**config.mk**
```make
export PLATFORM = sky130hd
export DESIGN_NAME = pwr_mode_ctrl
export DESIGN_NICKNAME = d
export VERILOG_FILES = /design/src/rtl/pmc_pkg.sv /design/src/rtl/pmc_sync.sv /design/src/rtl/pmc_wake_timer.sv /design/src/rtl/pmc_hold.sv /design/src/rtl/pwr_mode_ctrl.sv
export SDC_FILE = /design/constraint.sdc
export NUM_CORES = 1
export LEC_CHECK = 0
export BUFFER_PORTS_ARGS = -buffer_cell sky130_fd_sc_hd__buf_2
export CAP_MARGIN = 20
export CORE_MARGIN = 1.5
export CORE_UTILIZATION = 53
export CTS_CLUSTER_SIZE = 40
export DETAILED_ROUTE_END_ITERATION = 8
export GPL_TIMING_DRIVEN = 0
export PLACE_DENSITY = 0.84
export SLEW_MARGIN = 20
export SYNTH_ARGS = -nofsm -noshare
export SYNTH_HDL_FRONTEND = slang
export SYNTH_SLANG_ARGS = --single-unit
```
**constraint.sdc**
```tcl
create_clock -name clk -period 3 [get_ports clk]
set_clock_uncertainty 0.15 [all_clocks]
set_input_delay 0.3 -clock clk [delete_from_list [all_inputs] [get_ports clk]]
set_output_delay 0.3 -clock clk [all_outputs]
set_load 0.05 [all_outputs]
```
**src/rtl/pmc_pkg.sv**
```systemverilog
package pmc_pkg;
  typedef enum logic [1:0] {
    PM_ACTIVE = 2'b00,
    PM_STBY   = 2'b01,
    PM_SHDN   = 2'b10,
    PM_WAKE   = 2'b11
  } pm_mode_e;

  function automatic logic pm_is_low(input pm_mode_e m);
    return (m == PM_STBY) || (m == PM_SHDN);
  endfunction
endpackage

```
**src/rtl/pmc_sync.sv**
```systemverilog
module pmc_sync #(
  parameter int unsigned W = 2,
  parameter logic [W-1:0] RST_VAL = '0
) (
  input  logic         clk,
  input  logic         rst,
  input  logic [W-1:0] d,
  output logic [W-1:0] q
);
  logic [W-1:0] meta_q;
  logic [W-1:0] sync_q;

  always_ff @(posedge clk) begin
    if (rst) begin
      meta_q <= RST_VAL;
      sync_q <= RST_VAL;
    end else begin
      meta_q <= d;
      sync_q <= meta_q;
    end
  end

  assign q = sync_q;
endmodule

```
**src/rtl/pmc_wake_timer.sv**
```systemverilog
module pmc_wake_timer #(
  parameter int unsigned CW = 12
) (
  input  logic          clk,
  input  logic          rst,
  input  logic          load,
  input  logic [CW-1:0] load_val,
  output logic          expired
);
  logic [CW-1:0] cnt_q;

  always_ff @(posedge clk) begin
    if (rst)
      cnt_q <= '0;
    else if (load)
      cnt_q <= load_val - CW'(1);
    else if (cnt_q != '0)
      cnt_q <= cnt_q - CW'(1);
  end

  assign expired = (cnt_q == '0);
endmodule

```
**src/rtl/pmc_hold.sv**
```systemverilog
module pmc_hold #(
  parameter int unsigned DW = 8,
  parameter bit PARK_ZERO = 1'b1
) (
  input  logic          clk,
  input  logic          rst,
  input  logic          capture,
  input  logic          park,
  input  logic [DW-1:0] din,
  output logic [DW-1:0] dout,
  output logic          dis
);
  logic [DW-1:0] hold_q;

  always_ff @(posedge clk) begin
    if (rst)
      hold_q <= '0;
    else if (capture)
      hold_q <= din;
  end

  generate
    if (PARK_ZERO) begin : g_park_zero
      assign dout = park ? '0 : hold_q;
      assign dis  = 1'b0;
    end else begin : g_park_dis
      assign dout = hold_q;
      assign dis  = park;
    end
  endgenerate
endmodule

```
**src/rtl/pwr_mode_ctrl.sv**
```systemverilog
module pwr_mode_ctrl #(
  parameter int unsigned DW            = 8,
  parameter int unsigned WAKE_SHDN_CYC = 2000,
  parameter int unsigned WAKE_STBY_CYC = 20,
  parameter bit          PARK_ZERO     = 1'b1
) (
  input  logic          clk,
  input  logic          rst,
  input  logic          sleep_req,
  input  logic          run_req,
  input  logic [DW-1:0] data_in,
  output logic [1:0]    mode,
  output logic          ready,
  output logic          ref_en,
  output logic          amp_en,
  output logic          arr_en,
  output logic [DW-1:0] data_out,
  output logic          out_dis
);
  import pmc_pkg::*;

  localparam int unsigned MAX_CYC = (WAKE_SHDN_CYC > WAKE_STBY_CYC) ? WAKE_SHDN_CYC : WAKE_STBY_CYC;
  localparam int unsigned CW = $clog2(MAX_CYC + 1);

  logic sleep_s, run_s;
  pm_mode_e mode_q, mode_d, req_mode;
  logic t_load, t_expired;
  logic [CW-1:0] t_len;
  logic ready_q, ref_q, amp_q, arr_q;

  pmc_sync #(.W(2), .RST_VAL(2'b10)) u_sync (
    .clk (clk),
    .rst (rst),
    .d   ({sleep_req, run_req}),
    .q   ({sleep_s, run_s})
  );

  always_comb begin
    if (sleep_s)     req_mode = PM_SHDN;
    else if (run_s)  req_mode = PM_ACTIVE;
    else             req_mode = PM_STBY;
  end

  always_comb begin
    mode_d = mode_q;
    t_load = 1'b0;
    t_len  = CW'(WAKE_STBY_CYC);
    unique case (mode_q)
      PM_ACTIVE: mode_d = req_mode;
      PM_STBY, PM_SHDN: begin
        if (req_mode == PM_ACTIVE) begin
          mode_d = PM_WAKE;
          t_load = 1'b1;
          t_len  = (mode_q == PM_SHDN) ? CW'(WAKE_SHDN_CYC) : CW'(WAKE_STBY_CYC);
        end else begin
          mode_d = req_mode;
        end
      end
      PM_WAKE: begin
        if (req_mode != PM_ACTIVE) mode_d = req_mode;
        else if (t_expired)        mode_d = PM_ACTIVE;
      end
      default: mode_d = PM_SHDN;
    endcase
  end

  pmc_wake_timer #(.CW(CW)) u_timer (
    .clk      (clk),
    .rst      (rst),
    .load     (t_load),
    .load_val (t_len),
    .expired  (t_expired)
  );

  always_ff @(posedge clk) begin
    if (rst) begin
      mode_q  <= PM_SHDN;
      ready_q <= 1'b0;
      ref_q   <= 1'b0;
      amp_q   <= 1'b0;
      arr_q   <= 1'b0;
    end else begin
      mode_q  <= mode_d;
      ready_q <= (mode_d == PM_ACTIVE);
      ref_q   <= (mode_d != PM_SHDN);
      amp_q   <= (mode_d != PM_SHDN);
      arr_q   <= (mode_d == PM_ACTIVE) || (mode_d == PM_WAKE);
    end
  end

  pmc_hold #(.DW(DW), .PARK_ZERO(PARK_ZERO)) u_hold (
    .clk     (clk),
    .rst     (rst),
    .capture (mode_q == PM_ACTIVE),
    .park    (pm_is_low(mode_q)),
    .din     (data_in),
    .dout    (data_out),
    .dis     (out_dis)
  );

  assign mode   = mode_q;
  assign ready  = ready_q;
  assign ref_en = ref_q;
  assign amp_en = amp_q;
  assign arr_en = arr_q;
endmodule

```
==> results.md, run 1 <==
- Delay-heaviest family, CP: simple AND/OR/NAND/NOR gates
- Pre-antenna DRT Iters: 6
- # DRC: 0
- Largest net degree at the start of global routing: 17
- WHS Path Cells: 2
- 1st-iter DRT viols: 26
- Synthesized area: between 1000 and 1500 sq um
- N_diodes: 0
- First-pass GRT wire length: 4490 um
- Top cells by area, synth: dfxtp_1, ha_1, mux2i_1
- Final Cell Area: 1590 sq um
- Leak: 0.687 nW
- Total congestion overflow: 0
- HP Start: run_req
- Wire length per cell: 13.6 um
- CP Max Fanout: 10
- Clock sink count: 28
- Most common library cells after synthesis: dfxtp_1, nor2_1, nor2b_1
- Max-slew violations: 0
- Mean post-synth cell area: ~9 sq um
- Unique cell type count in the Yosys netlist: 40
- Area growth, synth to finish: 17.8%
- Detail Placement HPWL: 2160 um
- Switching share of power: 0.365
- I/O pins: 27
- Avg Vias per Cell: 5.61
- Worst Hold End: u_sync.meta_q[0]$_SDFF_PP0_
- Gp weighted congestion: 0.843
- Slew margin rel.: 0.621
- VDD IR max: roughly 0.58 mV
- Pwr/cell area: 767 nW/um^2
- Outcome: completed
- Synth Net Count: approximately 170
- CP arrival: 2840 ps
- Max stage delay on crit path: 450 ps
- Deepest clock path buffer count: 2
- Clk_lat worst skew: 340 ps
- Startpoint types: register
- Measured slew at the worst slew-check pin: 569 ps
- Most frequent CP cell: ha_1
- Layout Cells excl Fill: 210
- Clock root buffer: clkbuf_4
- Reg2reg path depth: 9
- Cell accounting for the most synthesized area: dfxtp_1
- Combinational power share: 0.375
- FF+latch count, synth: 28
- Port bufs: 25
- Post-synth top flop: dfxtp_1
- Reg2reg end: u_timer.cnt_q[4]$_SDFFE_PP0P_
- Count leader, synth: dfxtp_1
- Core area: 2450 sq um
- P_int: 0.000775 W
- Critical Path, Cell by Cell: inv_1, ha_1, nand3b_1, buf_6, nand2_1, ha_1, nor4b_4, o311ai_0, a31oi_1
- Setup Fix Bufs, Post-CTS: 0
- Initial antenna violation count: 0
- Clock power share: 0.208
- Endpoints failing hold: 0
- Post-synth ARST share: 0
- CTS tree: done
- Hold Path Class: input port to register
- Cts bufs inserted: 3
- Final setup margin: 295 ps
- Synth top area share: 0.414
- Util after Layout: 0.649
- Post-layout nets: 200
- Die area: ~2900 sq um
- DP Area: about 1500 sq um
- CTS H-tree depth: 1
- Clk slew on worst S/H paths: 160 ps
- Place WS: -23.5 ps
- FF-to-FF Start: mode[1]$_SDFF_PP1_
- Tmin final: around 2700 ps
- Sequential share of power: 0.417
- Worst setup path startpoint: mode[1]$_SDFF_PP1_
- Buffers and inverters on the worst path: 2
- Placed Instances: 205
- NetSw: 0.000446 W
- Reg-to-reg slack, setup: 300 ps
- Die X: 53.5 um
- Crit. End Element: register
- # rows: 18
- CP max stage cell: dfxtp_1
- Initial Utilization: 0.551
- Final ANT Viol Nets: 0
- Final Cycle Share: 0.902
- GRT Total Usage: 0.215
- Ys Warns: 0
- DIE HEIGHT: 53.5 um
- Final wirelength: roughly 2900 um
- # setup viols final: 0
- Layout cells sized above 1: 0.222
- Req. time, crit path: approximately 3100 ps
- Unrepaired setup endpoints after global routing: no
- Post-synth EDFFs: 0
- Vias in the first global route: around 1000
- Critical path class: register to register
- Setup TNS: 0 ps
- Max cap viols: 0
- Seq/Total Area, Yosys: 0.414
- Post-Synthesis Cells: 150
- Fmax: 370 MHz
- Routed vias: 1179
-- power by group through the flow --
stage | sequential [W] | clock, W | combinational (W)
floorplan | 0.000509 | 0 | 0.000346
global placement | 0.000503 | 0 | 0.000426
detailed placement | 0.000507 | 0 | 0.000438
CTS | 0.000501 | 0.000255 | 0.000445
global route | 0.000519 | 0.000265 | 0.000507
finish | 0.000509 | 0.000254 | 0.000458
-- stage by stage --
| step | total power, W | hold slack (ps) |
|---|---|---|
| after floorplan | 0.000855 | 243 |
| after detailed placement | 0.000945 | 262 |
| after global routing | 0.00129 | 21.4 |
| after CTS | 0.00120 | 17.9 |
| after global placement | 0.000929 | 247 |
| final | 0.00122 | 15.1 |
-- sequential cells by signal, summed over array words and instances, names as in the netlist --
register / flops
mode: 2
u_timer.cnt_q: 11
amp_en: 1
arr_en: 1
u_sync.meta_q: 2
ready: 1
u_sync.q: 2
u_hold.hold_q: 8
-- how the worst max path moves through the flow --
| stage | endpoint | slack [ps] | depth (start not counted) |
|---|---|---|---|
| after floorplan | u_timer.cnt_q[10]$_SDFFE_PP0P_ | 130 | 10 |
| after global placement | u_timer.cnt_q[4]$_SDFFE_PP0P_ | 80 | 9 |
| after detailed placement | u_timer.cnt_q[4]$_SDFFE_PP0P_ | -20 | 9 |
| after CTS | u_timer.cnt_q[4]$_SDFFE_PP0P_ | 230 | 9 |
| after global routing | u_timer.cnt_q[4]$_SDFFE_PP0P_ | 50 | 9 |
| final | u_timer.cnt_q[4]$_SDFFE_PP0P_ | 300 | 9 |
-- logic make-up (layout without fill, tap and decap cells) --
| family | after synthesis | in the layout | synth area share |
|---|---|---|---|
| AND/OR/NAND/NOR | 62 | 62 | 0.247 |
| flip-flops | 28 | 28 | 0.414 |
| AO/OA/AOI/OAI | 24 | 24 | 0.123 |
| buffers and inverters | 14 | 44 | 0.0500 |
| multiplexers | 8 | 8 | 0.0592 |
| adder cells (fa/ha/maj) | 7 | 7 | 0.0648 |
| XOR/XNOR | 6 | 6 | 0.0389 |
| other | 1 | 1 | 0.00277 |
-- cell type report --
type / instances / area, sq um
Buffer: 8 / 45.0
Timing Repair Buffer: 26 / 135
Tap cell: 30 / 37.5
Clock buffer: 3 / 22.5
Fill cell: 205 / 862
Inverter: 6 / 22.5
Clock inverter: 1 / 30.0
Sequential cell: 28 / 561
Multi-Input combinational cell: 108 / 739
-- layout by cell type (no fill, tap or decap), drive strengths merged, types with 2 or more instances in the layout --
cell	n
xnor2	2
a21oi	8
nor3	3
or4	5
a211oi	2
buf	28
nor2b	12
o21ai	3
a31oi	2
or2	2
nand2	7
nor4	2
inv	6
dfxtp	28
nand2b	2
nor2	21
ha	7
xor2	4
clkbuf	8
nand3	2
mux2i	8
o31ai	3
-- metal layers --
layer	track usage	vias to the layer above	wire length, um
met5	0	-	0
met1	0.267	556	1250
met4	0.0940	0	35
met2	0.366	36	1440
met3	0.0339	4	131
li1	-	583	-
-- what timing repair did --
action / 4_1_cts / 5_1_grt
gates resized for setup: 1 / 1
gates cloned: 0 / 0
hold buffers: 1 / 0
setup endpoints to repair: 2 / 2
hold endpoints to repair: 1 / 0
Note: power is estimated with default switching activity, not from simulation.
==> run 2: changes to the inputs <==
--- a/config.mk
+++ b/config.mk
@@ -8,11 +8,11 @@
 export BUFFER_PORTS_ARGS = -buffer_cell sky130_fd_sc_hd__buf_2
 export CAP_MARGIN = 20
 export CORE_MARGIN = 1.5
-export CORE_UTILIZATION = 53
+export CORE_UTILIZATION = 48
 export CTS_CLUSTER_SIZE = 40
 export DETAILED_ROUTE_END_ITERATION = 8
 export GPL_TIMING_DRIVEN = 0
-export PLACE_DENSITY = 0.84
+export PLACE_DENSITY = 0.81
 export SLEW_MARGIN = 20
 export SYNTH_ARGS = -nofsm -noshare
 export SYNTH_HDL_FRONTEND = slang
==> constraint.sdc (replaced) <==
create_clock -name clk -period 2.2 [get_ports clk]
set_clock_uncertainty 0.15 [all_clocks]
set_input_delay 0.22 -clock clk [delete_from_list [all_inputs] [get_ports clk]]
set_output_delay 0.22 -clock clk [all_outputs]
set_load 0.05 [all_outputs]
==> run 2 against run 1 <==
Against the previous run: core utilization increased by 0.63 points; via count grew 3.8%; non-clock buffer count rose by 17; final cell count is 8.6% higher; register-to-register slack worse by 250 ps; worst setup slack lost 250 ps; global-route usage fell by 1.8 points.
==> results.md, run 2 (synthesized netlist as in run 1, its figures left out) <==
- Final Cycle Share: 0.981
- CP max stage cell: buf_1
- Cts bufs inserted: 3
- Deepest clock path buffer count: 2
- Layout cells sized above 1: 0.284
- Die area: 3150 sq um
- Fmax: 463 MHz
- Endpoints failing hold: 0
- Hold Path Class: input port to register
- Post-layout nets: 217
- Reg-to-reg slack, setup: 50 ps
- Pwr/cell area: 905 nW/um^2
- First-pass GRT wire length: 4950 um
- Req. time, crit path: 1830 ps
- Commonest non-fill, non-tap cell in the layout: dfxtp_1
- CP arrival: about 1800 ps
- Max stage delay on crit path: 400 ps
- Measured slew at the worst slew-check pin: around 560 ps
- Clk slew on worst S/H paths: 130 ps
- N_diodes: 0
- GRT Total Usage: 0.197
- Pre-antenna DRT Iters: 4
- Initial Utilization: 0.499
- Placed Instances: 206
- Top flop regs: u_timer.cnt_q (11), u_hold.hold_q (8)
- Critical Path, Cell by Cell: inv_4, ha_4, buf_1, nor2b_1, buf_2
- Largest net degree at the start of global routing: 16
- Avg Vias per Cell: 5.37
- Crit. End Element: output pin
- Tmin final: 2160 ps
- Detail Placement HPWL: 2020 um
- 1st-iter DRT viols: 59
- Clock root buffer: clkbuf_4
- Largest register FFs: 11
- I/O pins: 27
- Final ANT Viol Nets: 0
- Port bufs: 25
- DIE HEIGHT: 56.1 um
- Max-slew violations: 0
- # rows: 19
- Startpoint types: register
- CP Max Fanout: 10
- Clk_lat worst skew: 330 ps
- Commonest non-fill, non-tap cells in the layout: dfxtp_1, buf_2, nor2_1
- Critical path class: register to output pin
- Multi-input gate area: 785 sq um
- Outcome: completed
- Die X: 56.1 um
- Vias in the first global route: ~1200
- Layout Cells excl Fill: 228
- CTS H-tree depth: 1
- Wire length per cell: roughly 13 um
- VDD IR max: about 0.63 mV
- # DRC: 0
- Area growth, synth to finish: 31.3%
- CTS tree: done
- Core area: 2710 sq um
- Total congestion overflow: 0
- Routed vias: about 1200
- Final wirelength: 3060 um
- Top reg by flops: u_timer.cnt_q
- Slew margin rel.: 0.624
- Seq. cell area: 568 sq um
- Max cap viols: 0
- Buffers and inverters on the worst path: 3
- Gp weighted congestion: 0.895
- Unrepaired setup endpoints after global routing: yes
- Fillers: 220
- Initial antenna violation count: 0
- Delay-heaviest family, CP: buffers and inverters
- # setup viols final: 0
- Leak: 0.751 nW
- Clock sink count: 28
- Util after Layout: 0.655
[run 2: metal layers]
layer  vias up  track usage  part of all wire
met5         -            0                 0
met4         0       0.0918             0.021
met3        10       0.0256             0.050
met2        51        0.382              0.51
met1       548        0.205              0.42
li1        615            -                 -
[run 2: layout make-up]
| cell class | count | share of cell area |
|---|---|---|
| buffer | 8 | 0.0254 |
| clock buffer | 3 | 0.0127 |
| clock inverter | 1 | 0.00211 |
| inverter | 6 | 0.0155 |
| multi-input combinational | 108 | 0.442 |
| sequential | 28 | 0.320 |
| tap | 31 | 0.0218 |
| timing repair buffer | 43 | 0.161 |
[run 2: final timing paths]
path	end	start	cells past startpoint
setup / recovery	data_out[1]	mode[0]$_SDFF_PP0_	5
hold / removal	u_timer.cnt_q[1]$_SDFFE_PP0P_	rst	3
setup reg to reg	u_timer.cnt_q[10]$_SDFFE_PP0P_	mode[0]$_SDFF_PP0_	10
hold reg to reg	u_sync.q[1]$_SDFF_PP1_	u_sync.meta_q[1]$_SDFF_PP1_	1
[run 2: worst min-delay path: cells and delay by family]
kind / cells / cell delay (ps)
buf+inv: 1 / 120
simple gates: 1 / 50
compound gates: 1 / 180
[run 2: stage by stage]
step	total power [W]	TNS, ps	setup WS, ps	cell area [sq um]	hold slack, ps
after floorplan	0.00122	0	8.52	1420	174
after global placement	0.00133	-267	-102	1580	246
after detailed placement	0.00135	-315	-113	1580	247
final	0.00161	0	41.3	1780	116
after global routing	0.00172	-474	-106	1780	143
after CTS	0.00159	0	0.0988	1720	115
[run 2: where the power goes]
| group | switching [W] | internal [W] | total, W |
|---|---|---|---|
| logic | 0.000362 | 0.000336 | 0.000698 |
| clock network | 0.000142 | 0.0000667 | 0.000209 |
| registers | 0.000113 | 0.000588 | 0.000701 |
| total | 0.000617 | 0.000991 | 0.00161 |
[run 2: what timing repair did]
| item | in CTS | in global routing |
|---|---|---|
| resized for setup | 1 | 3 |
| buffers inserted | 2 | 6 |
| pin swaps | 1 | 8 |
| setup endpoints to repair | 4 | 13 |
| hold buffers | 10 | 0 |
| endpoints found under the hold margin | 10 | 0 |
==> run 3: changes to the inputs <==
--- a/config.mk
+++ b/config.mk
@@ -5,10 +5,12 @@
 export SDC_FILE = /design/constraint.sdc
 export NUM_CORES = 1
 export LEC_CHECK = 0
-export BUFFER_PORTS_ARGS = -buffer_cell sky130_fd_sc_hd__buf_2
+export BUFFER_PORTS_ARGS = -buffer_cell sky130_fd_sc_hd__clkbuf_2
 export CAP_MARGIN = 20
+export CELL_PAD_IN_SITES_DETAIL_PLACEMENT = 0
+export CELL_PAD_IN_SITES_GLOBAL_PLACEMENT = 1
 export CORE_MARGIN = 1.5
-export CORE_UTILIZATION = 48
+export CORE_UTILIZATION = 36
 export CTS_CLUSTER_SIZE = 40
 export DETAILED_ROUTE_END_ITERATION = 8
 export GPL_TIMING_DRIVEN = 0
==> run 3 against run 2 <==
Against the previous run: first-iteration DRC count decreased by 29%; total power up 3.2%; combinational power is 2% lower; sequential share of layout area grew 1.1 points; worst hold slack got worse by 110 ps; critical path type is now register to register.
==> results.md, run 3 (synthesized netlist as in run 1, its figures left out) <==
- Combinational power share: 0.413
- # setup viols final: 0
- # rows: 22
- Largest net degree at the start of global routing: 16
- Top flop regs: u_timer.cnt_q (11), u_hold.hold_q (8)
- Die area: 4130 sq um
- Fin Hold WS: just under 9 ps
- Total congestion overflow: 0
- Most frequent CP cell: ha_4
- Wire length per cell: 11.5 um
- Final Cell Area: between 1500 and 2000 sq um
- Measured slew at the worst slew-check pin: 547 ps
- Commonest non-fill, non-tap cells in the layout: clkbuf_2, dfxtp_1, nor2_1
- Critical Path, Cell by Cell: inv_4, ha_4, nand3b_1, buf_6, nand2_2, ha_4, nor4b_4, nand4_1, xor2_1, a21oi_1
- VDD IR max: 0.557 mV
- Tmin final: 2110 ps
- Max stage delay on crit path: 380 ps
- Layout Cells excl Fill: 235
- Top reg by flops: u_timer.cnt_q
- CP max stage cell: dfxtp_4
- Detail Placement HPWL: 1950 um
- Port bufs: 25
- # DRC: 0
- Clock sink count: 28
- Sequential share of power: 0.418
- I/O pins: 27
- Crit. End Element: register
- Final ANT Viol Nets: 0
- CTS H-tree depth: 1
- CP Max Fanout: 5
- Pwr/cell area: 968 nW/um^2
- DIE HEIGHT: 64.3 um
- Switching share of power: 0.369
- Slew margin rel.: 0.635
- Layout cells sized above 1: 0.299
- 1st-iter DRT viols: 42
- Max cap viols: 0
- Initial antenna violation count: 0
- P_int: 0.00105 W
- Avg Vias per Cell: ~5
- Initial Utilization: 0.372
- Startpoint types: register
- Pre-antenna DRT Iters: 4
- Largest register FFs: 11
- Post-layout nets: between 200 and 250
- Clk_lat worst skew: 280 ps
- Setup TNS: 0 ps
- Vias in the first global route: ~1000
- Deepest clock path buffer count: 2
- CTS tree: done
- Outcome: completed
- Clock power share: 0.169
- Final wirelength: approximately 2700 um
- N_diodes: 0
- Final Cycle Share: 0.961
- Critical path class: register to register
- DP Area: approximately 1600 sq um
- Hold Path Class: input port to register
- Die X: around 64 um
- Core area: 3630 sq um
- Max-slew violations: 0
- Fmax: approximately 470 MHz
- Area growth, synth to finish: 26.7%
- Req. time, crit path: 2260 ps
- Routed vias: 1171
- NetSw: 0.000613 W
- Final Power: between 0.0015 and 0.002 W
- First-pass GRT wire length: ~4500 um
- Endpoints failing hold: 0
- Cts bufs inserted: 3
- Leak: just over 0.7 nW
- Fillers: 369
- Gp weighted congestion: roughly 0.89
- Unrepaired setup endpoints after global routing: yes
- CP arrival: ~2200 ps
- Placed Instances: 223
- Clk slew on worst S/H paths: 90 ps
- GRT Total Usage: 0.136
- Clock root buffer: clkbuf_8
## run 3: changes by cell type in the layout (fill, tap and decap cells not counted), moves of 3 or more
| cell | previous run | this run |
|---|---|---|
| clkbuf_4 | 3 | 0 |
| buf_2 | 25 | 0 |
| dlygate4sd3_1 | 10 | 1 |
| clkbuf_8 | 0 | 3 |
| clkbuf_2 | 0 | 26 |
## run 3: power groups by stage
| stage | registers [W] | clock network, W | logic (W) |
|---|---|---|---|
| after CTS | 0.000693 | 0.000294 | 0.000649 |
| after global placement | 0.000700 | 0 | 0.000637 |
| after detailed placement | 0.000704 | 0 | 0.000643 |
| final | 0.000692 | 0.000280 | 0.000686 |
| after global routing | 0.000708 | 0.000306 | 0.000750 |
| after floorplan | 0.000709 | 0 | 0.000515 |
## run 3: metal layers
metal	vias up	global-route usage	part of all wire
li1	591	-	-
met4	0	0.0585	0.017
met2	38	0.224	0.47
met5	-	0	0
met1	537	0.175	0.47
met3	5	0.0229	0.045
## run 3: final cells by class
cell class,instances,area (sq um),area share
multi-input combinational,108,779,0.455
sequential,28,568,0.331
timing repair buffer,33,188,0.109
tap,48,60.1,0.0350
buffer,8,46.3,0.0270
clock buffer,3,41.3,0.0241
inverter,6,27.5,0.0161
clock inverter,1,3.75,0.00219
## run 3: worst max-delay path: cells and delay by family, from the launching register on
kind / cells / cell delay (ps)
AO/OA/AOI/OAI: 1 / 120
buffers and inverters: 2 / 210
XOR/XNOR: 1 / 160
AND/OR/NAND/NOR: 4 / 620
adder cells (fa/ha/maj): 2 / 420
flip-flops: 1 / 380
## run 3: stage by stage
stage / util / worst slack (ps)
2_1_floorplan: - / 8.52
3_3_place_gp: 0.440 / -88.9
3_5_place_dp: 0.440 / -110
4_1_cts: 0.458 / 20.8
5_1_grt: 0.472 / -53.6
6_report: 0.472 / 85.4
## run 3: final timing paths
kind                            slack, ps                             end  depth (start not counted)                         from
worst max-delay path                   90  u_timer.cnt_q[10]$_SDFFE_PP0P_                         10           mode[0]$_SDFF_PP0_
worst max register to register         90  u_timer.cnt_q[10]$_SDFFE_PP0P_                         10           mode[0]$_SDFF_PP0_
worst min register to register        270          u_sync.q[1]$_SDFF_PP1_                          1  u_sync.meta_q[1]$_SDFF_PP1_
worst min-delay path                    9     u_sync.meta_q[0]$_SDFF_PP0_                          2                      run_req
## run 3: what timing repair did
| item | CTS | global route |
|---|---|---|
| buffers inserted | 1 | 6 |
| hold endpoints to repair | 1 | 0 |
| hold buffers | 1 | 0 |
| setup endpoints to repair | 4 | 6 |
| gates resized for setup | 0 | 3 |
| pin swaps | 0 | 6 |
